**config.mk**
```make
export PLATFORM = sky130hd
export DESIGN_NAME = pkt_deframer
export DESIGN_NICKNAME = d
export VERILOG_FILES = /design/src/rtl/pktd_pkg.sv /design/src/rtl/pktd_unescape.sv /design/src/rtl/pktd_crc_track.sv /design/src/rtl/pktd_payload_buf.sv /design/src/rtl/pkt_deframer.sv
export SDC_FILE = /design/constraint.sdc
export NUM_CORES = 1
export LEC_CHECK = 0
export ABC_AREA = 1
export BUFFER_PORTS_ARGS = -buffer_cell sky130_fd_sc_hd__buf_2
export CORE_ASPECT_RATIO = 1.2
export CORE_MARGIN = 1.5
export CORE_UTILIZATION = 40
export CTS_CLUSTER_SIZE = 40
export DETAILED_ROUTE_END_ITERATION = 7
export HOLD_SLACK_MARGIN = 0.1
export PLACE_DENSITY = 0.64
export SKIP_CTS_REPAIR_TIMING = 1
export SYNTH_ARGS = -nofsm -noshare
export SYNTH_HDL_FRONTEND = slang
export SYNTH_SLANG_ARGS = --single-unit
```
**constraint.sdc**
```tcl
create_clock -name clk -period 2.1 [get_ports clk]
set_input_delay 0.21 -clock clk [delete_from_list [all_inputs] [get_ports clk]]
set_output_delay 0.21 -clock clk [all_outputs]
set_load 0.005 [all_outputs]
```
**src/rtl/pktd_pkg.sv**
```systemverilog
package pktd_pkg;
  localparam logic [7:0]  DELIM      = 8'hFF;
  localparam logic [7:0]  ESC        = 8'hCB;
  localparam logic [7:0]  ESC_DELIM  = 8'h34;
  localparam logic [7:0]  ESC_SELF   = 8'h00;
  localparam logic [15:0] CRC_POLY   = 16'h1021;
  localparam logic [15:0] CRC_SEED   = 16'hFFFF;

  // One byte of CRC-16, most significant bit first.
  function automatic logic [15:0] crc_step(input logic [15:0] c, input logic [7:0] b);
    logic [15:0] r;
    r = c ^ {b, 8'h00};
    for (int i = 0; i < 8; i++) begin
      r = r[15] ? ((r << 1) ^ CRC_POLY) : (r << 1);
    end
    return r;
  endfunction
endpackage

```
**src/rtl/pktd_unescape.sv**
```systemverilog
module pktd_unescape
  import pktd_pkg::*;
(
  input  logic       clk,
  input  logic       rst_n,
  input  logic       fire,
  input  logic [7:0] raw,
  output logic       open_evt,
  output logic       close_evt,
  output logic       close_bad,
  output logic       dec_valid,
  output logic [7:0] dec_byte,
  output logic       esc_err
);
  logic in_frame_q, esc_q;
  logic is_delim, is_esc, esc_code_ok;

  assign is_delim    = (raw == DELIM);
  assign is_esc      = (raw == ESC);
  assign esc_code_ok = (raw == ESC_DELIM) || (raw == ESC_SELF);

  assign open_evt  = fire && !in_frame_q && is_delim;
  assign close_evt = fire && in_frame_q && is_delim;
  assign close_bad = close_evt && esc_q;
  assign dec_valid = fire && in_frame_q && !is_delim && (esc_q ? esc_code_ok : !is_esc);
  assign dec_byte  = esc_q ? ((raw == ESC_DELIM) ? DELIM : ESC) : raw;
  assign esc_err   = fire && in_frame_q && esc_q && !is_delim && !esc_code_ok;

  always_ff @(posedge clk) begin
    if (!rst_n) begin
      in_frame_q <= 1'b0;
      esc_q      <= 1'b0;
    end else if (open_evt || close_evt) begin
      in_frame_q <= open_evt;
      esc_q      <= 1'b0;
    end else if (fire && in_frame_q) begin
      esc_q <= !esc_q && is_esc;
    end
  end
endmodule

```
**src/rtl/pktd_crc_track.sv**
```systemverilog
module pktd_crc_track
  import pktd_pkg::*;
(
  input  logic       clk,
  input  logic       rst_n,
  input  logic       clear,
  input  logic       dec_valid,
  input  logic [7:0] dec_byte,
  output logic       crc_match,
  output logic [7:0] ack_byte
);
  logic [15:0] crc_q;
  logic [7:0]  hold_old_q, hold_new_q, ack_q;
  logic [1:0]  depth_q;

  assign crc_match = (depth_q == 2'd2) && (crc_q == {hold_old_q, hold_new_q});
  assign ack_byte  = ack_q;

  always_ff @(posedge clk) begin
    if (!rst_n || clear) begin
      crc_q      <= CRC_SEED;
      hold_old_q <= '0;
      hold_new_q <= '0;
      ack_q      <= '0;
      depth_q    <= '0;
    end else if (dec_valid) begin
      // A byte enters the CRC only once two newer bytes follow it.
      if (depth_q == 2'd2) begin
        crc_q <= crc_step(crc_q, hold_old_q);
        ack_q <= hold_old_q;
      end else begin
        depth_q <= depth_q + 2'd1;
      end
      hold_old_q <= hold_new_q;
      hold_new_q <= dec_byte;
    end
  end
endmodule

```
**src/rtl/pktd_payload_buf.sv**
```systemverilog
module pktd_payload_buf #(
  parameter int DEPTH = 16,
  parameter int AW    = 4
) (
  input  logic          clk,
  input  logic          we,
  input  logic [AW-1:0] waddr,
  input  logic [7:0]    wdata,
  input  logic [AW-1:0] raddr,
  output logic [7:0]    rdata
);
  logic [7:0] mem [DEPTH];

  always_ff @(posedge clk) begin
    if (we) mem[waddr] <= wdata;
  end

  assign rdata = mem[raddr];
endmodule

```
**src/rtl/pkt_deframer.sv**
```systemverilog
module pkt_deframer #(
  parameter int DEPTH = 16,
  parameter int CNT_W = 16
) (
  input  logic             clk,
  input  logic             rst_n,
  input  logic             in_valid,
  output logic             in_ready,
  input  logic [7:0]       in_data,
  output logic             out_valid,
  input  logic             out_ready,
  output logic [7:0]       out_data,
  output logic             ack_valid,
  output logic [7:0]       ack_num,
  output logic [CNT_W-1:0] ack_bytes
);
  localparam int MAX_LEN = DEPTH + 4;
  localparam int LW      = $clog2(MAX_LEN + 1);
  localparam int AW      = (DEPTH > 1) ? $clog2(DEPTH) : 1;

  logic       fire;
  logic       open_evt, close_evt, close_bad, dec_valid, esc_err;
  logic [7:0] dec_byte;
  logic       crc_match;
  logic [7:0] ack_byte;

  logic [LW-1:0]    len_q;
  logic             bad_q;
  logic [7:0]       seq_byte_q, exp_seq_q;
  logic             rel_q;
  logic [AW-1:0]    rd_q, rd_last_q;
  logic             ack_valid_q;
  logic [7:0]       ack_num_q;
  logic [CNT_W-1:0] ack_bytes_q, rx_cnt_q;

  logic             is_data, has_payload, frame_good, buf_we;
  logic [AW-1:0]    waddr;
  logic [7:0]       rdata;

  assign in_ready = !rel_q;
  assign fire     = in_valid && in_ready;

  pktd_unescape u_unesc (
    .clk      (clk),
    .rst_n    (rst_n),
    .fire     (fire),
    .raw      (in_data),
    .open_evt (open_evt),
    .close_evt(close_evt),
    .close_bad(close_bad),
    .dec_valid(dec_valid),
    .dec_byte (dec_byte),
    .esc_err  (esc_err)
  );

  pktd_crc_track u_crc (
    .clk      (clk),
    .rst_n    (rst_n),
    .clear    (open_evt),
    .dec_valid(dec_valid),
    .dec_byte (dec_byte),
    .crc_match(crc_match),
    .ack_byte (ack_byte)
  );

  // Decoded byte k (k >= 1) goes to slot k-1; byte 0 is the sequence number.
  assign buf_we = dec_valid && (len_q != '0) && (len_q <= LW'(DEPTH));
  assign waddr  = AW'(len_q - LW'(1));

  pktd_payload_buf #(.DEPTH(DEPTH), .AW(AW)) u_buf (
    .clk  (clk),
    .we   (buf_we),
    .waddr(waddr),
    .wdata(dec_byte),
    .raddr(rd_q),
    .rdata(rdata)
  );

  assign is_data     = len_q >= LW'(4);
  assign has_payload = len_q > LW'(4);
  assign frame_good  = close_evt && !close_bad && !bad_q && (len_q >= LW'(3)) &&
                       crc_match && (!is_data || (seq_byte_q == exp_seq_q));

  assign out_valid = rel_q;
  assign out_data  = rdata;
  assign ack_valid = ack_valid_q;
  assign ack_num   = ack_num_q;
  assign ack_bytes = ack_bytes_q;

  always_ff @(posedge clk) begin
    if (!rst_n) begin
      len_q       <= '0;
      bad_q       <= 1'b0;
      seq_byte_q  <= '0;
      exp_seq_q   <= '0;
      rel_q       <= 1'b0;
      rd_q        <= '0;
      rd_last_q   <= '0;
      ack_valid_q <= 1'b0;
      ack_num_q   <= '0;
      ack_bytes_q <= '0;
      rx_cnt_q    <= '0;
    end else begin
      ack_valid_q <= 1'b0;
      if (fire) rx_cnt_q <= rx_cnt_q + CNT_W'(1);
      if (open_evt) begin
        len_q <= '0;
        bad_q <= 1'b0;
      end
      if (dec_valid) begin
        if (len_q == LW'(MAX_LEN)) bad_q <= 1'b1;
        else                       len_q <= len_q + LW'(1);
        if (len_q == '0) seq_byte_q <= dec_byte;
      end
      if (esc_err) bad_q <= 1'b1;
      if (frame_good) begin
        ack_valid_q <= 1'b1;
        ack_num_q   <= ack_byte;
        ack_bytes_q <= rx_cnt_q + CNT_W'(1);
        if (is_data) exp_seq_q <= exp_seq_q + 8'd1;
        if (has_payload) begin
          rel_q     <= 1'b1;
          rd_q      <= '0;
          rd_last_q <= AW'(len_q - LW'(5));
        end
      end
      if (rel_q && out_ready) begin
        if (rd_q == rd_last_q) rel_q <= 1'b0;
        else                   rd_q  <= rd_q + AW'(1);
      end
    end
  end
endmodule

```
# Word level (Yosys, flattened, before mapping)

Memory sizes are Yosys's and may differ from the RTL's. A register that Yosys moved wholly into a read port is not among the register bits.
Cells that the tools add are included.
W data, S select, Z words.

Register bits: 116
Bits in writable memories: 128
Input port bits: 12
Memories: 1

Memories:

| memory    | words | width | rd ports | clocked after memory_dff | wr ports | RTL line               | source |
|---|---|---|---|---|---|---|---|
| u_buf.mem | 16    | 8     | 1        | 1                        | 1        | pktd_payload_buf.sv:12 | `logic [7:0] mem [DEPTH];` |

Add/subtract/negate cells: 7
$lt $le $gt $ge: 4
Equal/unequal tests: 8
Mux-type cells: 30
Bitwise operators: 11
Reduce and logical (&&, ||, !) cells: 44

Operators by type and width:

| cell                    | count |
|---|---|
| $mux W13                | 8 |
| $not A3 Y3              | 8 |
| $logic_and A1 B1 Y1     | 21 |
| $mux W4                 | 5 |
| $add A16 B1 Y16 const B | 1 |
| $eq A16 B16 Y1          | 1 |
| $eq A8 B8 Y1 const B    | 2 |
| $xor A16 B16 Y16        | 1 |
| $mux W5                 | 3 |
| $mux W1                 | 12 |
| $logic_not A1 Y1        | 10 |
| $reduce_and A2 Y1       | 5 |
| $add A8 B1 Y8 const B   | 1 |
| $eq A8 B6 Y1 const B    | 1 |
| $eq A8 B8 Y1            | 1 |
| $logic_not A8 Y1        | 1 |
| $mux W8                 | 1 |
| $mux W6                 | 1 |
| $add A5 B1 Y5 const B   | 1 |
| $eq A5 B5 Y1 const B    | 1 |
| $ge A5 B2 Y1 const B    | 1 |
| $ge A5 B3 Y1 const B    | 1 |
| $gt A5 B3 Y1 const B    | 1 |
| $le A5 B5 Y1 const B    | 1 |
| 11 further kinds        | 15 |

# Longest topological paths before layout

Depth after elaboration: 17
Depth in mapped cells: 13
Gate-level depth less buffers: 12

# Modules after synthesis

From an unflattened synthesis, not the netlist that was laid out.

Cells, all modules: 1381
Area total of the unflattened synthesis: 11392.2 µm²

By module, submodules not included:

| module           | instances | cells each | area each (µm²) | seq. area each (µm²) |
|---|---|---|---|---|
| pktd_payload_buf | 1         | 543        | 5610.4          | 3843.7 |
| pkt_deframer     | 1         | 491        | 3454.6          | 1441.4 |
| pktd_crc_track   | 1         | 282        | 1980.6          | 840.8 |
| pktd_unescape    | 1         | 65         | 346.6           | 40.0 |

# Worst setup path before layout

OpenSTA, ideal clock, no wires.

Path kind: reg-to-reg
From: register len_q[0]
To: memory u_buf.mem[3][0] (enable)
Setup time: 370 ps
Arrival: 1733 ps
Data required time: 1730 ps
Path slack: -4 ps
Stages on the path, launching flop included: 8
Path through: dfxtp_1 -> inv_1 -> ha_1 -> inv_1 -> nor2_1 -> nor3_1 -> nand2_1 -> nor2_1

Elaborated cells on any way between the ends: 7

RTL lines:

| element                  | RTL line               | source |
|---|---|---|
| start: declaration       | pkt_deframer.sv:27     | `logic [LW-1:0] len_q;` |
| start signal: assignment | pkt_deframer.sv:112    | `else len_q <= len_q + LW'(1);` |
| $sub A4 B1 Y4            | pkt_deframer.sv:68     | `assign waddr = AW'(len_q - LW'(1));` |
| net u_buf.waddr[0]       | pktd_payload_buf.sv:7  | `input logic [AW-1:0] waddr,` |
| end: declaration         | pktd_payload_buf.sv:12 |  |

The timed path passes the listed nets, and every way through them passes these cells.

==> flow_metrics.py <==
metrics = {
    "clock_network": {
        "clock_path_buffers": 3,
        "insertion_delay_ns": 0.51,
        "clk_pin_slew_ns": 0.06,
        "cts_made_buffers": 25,
        "clockRootBuffer": "clkbuf_16",
        "numClockSinks": 244,
        "cts_tree": "done",
        "cts.htree.levels": 1,
    },
    "global_routing": {
        "grt-ovfl-total": 0,
        "grt_pass1_vias": 8018,
        "antenna_found_initial": 1,
        "grt.total_usage": 0.183,
        "grt_first_pass_wirelength_um": 41100,
        "grt_max_degree": 69,
    },
    "power_and_ir_drop": {
        "power_mw": 9.35,
        "p_per_area_mw_per_mm2": 731,
        "power_leakage_nw": 5.11,
        "ir_drop_mv": 0.577,
    },
    "sta": {
        "rsz0062_at_grt": "true",
        "drv_slew": 0,
        "hold_violations": 0,
        "fin_crit_sh": 1.04,
        "holdWs_ns": 0.150,
        "fin_crit_ns": 2.18,
        "fmax_mhz": 460,
        "relSlewSlack": 0.598,
        "finalWorstSetupSlack_ns": -0.0751,
        "worst_pin_slew_ns": 0.603,
        "clock_skew_ns": 0.00682,
        "setup_viol": 8,
        "tns_ns": -0.421,
    },
    "status": {
        "violations": "DRC, setup timing",
        "status": "finished, violations left",
    },
    "synth": {
        "syn-num-nets": 1195,
        "syn_inst": 1173,
        "ys_ff_latch": 244,
        "synth_area_mm2": 0.0108,
        "synth.avg_cell_area_um2": 9.19,
        "yosys.cell_types.count": 40,
        "synth_warnings": 0,
        "ys_seq_area_frac": 0.572,
    },
    "routing": {
        "drt_iter0_drc": 580,
        "drt-pass1-iter-count": 7,
        "wl_um": 26500,
        "final_antenna_net_count": 0,
        "viasPerCell": 5.11,
        "vias": 8307,
        "drc_errors": 2,
        "post_drt_wl_per_cell_um": 16.3,
    },
    "critical_path": {
        "r2r-end": "u_buf.mem[13][2]$_DFFE_PP_",
        "cp_data_required_time_ns": 1.89,
        "path_class": "flop to output port",
        "cp-endpoint": "out_data[0]",
        "cp-end-kind": "output port",
        "crit_path_start_kind": "flop",
        "reg2regPathDepth": 11,
        "crit_start": "rd_q[0]$_SDFF_PN0_",
        "crit_chain": "buf_12 -> mux2i_1 -> o22ai_1 -> o221ai_1 -> nand2_1 -> buf_2",
        "critPathMaxFanout": 11,
        "rr_startpoint": "out_valid$_SDFF_PN0_",
        "max_stage_delay_ns": 0.45,
        "cp_slowest_cell": "dfxtp_4",
        "rrSetupSlack_ns": 0.11,
        "arrival_ns": 1.97,
    },
    "floorplan": {
        "io_pins": 47,
        "die_area_mm2": 0.0280,
        "start_util": 0.408,
        "core_area_mm2": 0.0264,
        "rows": 65,
        "die_y_um": 183,
        "die_w_um": 153,
    },
    "place": {
        "gp_congestion": 0.814,
        "place_inst": 1568,
        "dpl_worst_slack_ns": -0.459,
        "numPortBuffers": 46,
        "dp_hpwl_um": 16900,
    },
    "job": {
        "drv_cap": 0,
    },
    "cells_and_area": {
        "layout-drive-gt1-share": 0.175,
        "seq_area_mm2": 0.00617,
        "stdcell_count": 1626,
        "fillers": 2467,
        "diodes": 0,
        "nets": 1296,
        "multi_input_area_mm2": 0.00406,
        "areaGrowthSynthToFinish_pct": 18.6,
    },
    "hold_path": {
        "hold_path_class": "input port to flop",
        "hp-start": "in_data[3]",
    },
}
## worst min-delay path by stage
| stage | cells after the start | slack [ns] | end |
|---|---|---|---|
| after detailed placement | 2 | 0.46 | seq_byte_q[6]$_SDFFE_PN0P_ |
| final | 5 | 0.15 | u_unesc.esc_q$_SDFFE_PP0N_ |
| after CTS | 5 | 0.13 | u_unesc.esc_q$_SDFFE_PP0N_ |
| after global routing | 4 | 0.19 | out_valid$_SDFF_PN0_ |
| after floorplan | 2 | 0.44 | u_unesc.in_frame_q$_SDFFE_PN0P_ |
| after global placement | 2 | 0.45 | u_unesc.in_frame_q$_SDFFE_PN0P_ |
## synth_stat cells, drive strengths merged
library cell  instances  area, um2
o211ai                9       67.6
o221ai               22        193
buf                  22        131
clkinv                1       3.75
o21ai               119        596
nand2               177        699
dfxtp               116       2320
or2                   4       25.0
clkbuf               30        113
nor2                215        846
a31oi                 1       6.26
nand4                15       93.8
a211oi                2       15.0
mux2i                22        220
o22ai                 2       12.5
o21bai                1       7.51
xnor2                11        104
inv                 117        444
xor2                 29        254
nand3                36        203
edfxtp              128       3840
a21oi                66        334
ha                   10        125
o32ai                 8       70.1
nor3                 10       55.1
## worst max-delay path, delay by kind of cell, from the launching register on
kind,cells,cell delay [ns]
AOI/OAI and AO/OA,2,0.37
buffers and inverters,2,0.31
DFF,1,0.45
muxes,1,0.22
and+or+nand+nor,1,0.09
## registers in the layout, indices dropped and copies added, names as in the netlist, 2 cells and up
signal            count
u_crc.hold_old_q      8
ack_num               8
rd_last_q             4
u_crc.hold_new_q      8
exp_seq_q             8
u_buf.mem           128
u_crc.depth_q         2
seq_byte_q            8
len_q                 5
rx_cnt_q             16
u_crc.crc_q          16
rd_q                  4
u_crc.ack_byte        8
ack_bytes            16
## stage by stage
| stage | cell area [um2] | utilization |
|---|---|---|
| floorplan | 10800 | - |
| global placement | 11700 | 0.444 |
| detailed placement | 11700 | 0.444 |
| CTS | 12500 | 0.472 |
| global route | 12800 | 0.484 |
| finish | 12800 | 0.484 |
## kinds of logic after synthesis
family                   share of synthesized area
multiplexers                                0.0204
flip-flops                                   0.572
buffers and inverters                       0.0642
XOR/XNOR                                    0.0332
adder cells (fa/ha/maj)                     0.0116
AO/OA/AOI/OAI                                0.121
AND/OR/NAND/NOR                              0.178
## power by group
part | switching, mW | total [mW] | internal [mW] | leakage [nW]
clock network | 1.73 | 4.05 | 2.31 | 0.362
logic | 0.180 | 0.254 | 0.0744 | 2.66
registers | 0.0175 | 5.05 | 5.03 | 2.09
total | 1.93 | 9.35 | 7.42 | 5.11
## layout by cell type (no fill, tap or decap), types with 5 or more instances in the layout
master / n
nor2_2: 14
buf_4: 68
inv_2: 7
mux2i_2: 6
clkinv_1: 6
nor2_1: 198
xor2_1: 29
ha_1: 10
o32ai_2: 5
o211ai_1: 9
inv_1: 109
nand4_1: 15
clkbuf_16: 29
dfxtp_1: 112
nor3_1: 8
nand2_1: 162
mux2i_1: 16
clkbuf_1: 7
xnor2_1: 10
o21ai_0: 114
buf_2: 46
o221ai_1: 21
a21oi_1: 65
edfxtp_1: 128
nand3_1: 33
nand2_2: 13
## area by class of cell
cell class	instances	area share
Sequential cell	244	0.483
Clock buffer	36	0.0553
Timing Repair Buffer	125	0.0740
Multi-Input combinational cell	760	0.317
Clock inverter	8	0.00254
Tap cell	335	0.0328
Inverter	118	0.0354
## metal layers
layer  GRT usage  routed length, um  vias to the layer above
met3      0.0258               1340                       55
met4      0.0788                883                        2
met2       0.325              13200                      214
met1       0.223              11100                     3896
li1            -                  -                     4140
met5           0                 13                        -
(Power assumes the default switching activity.)
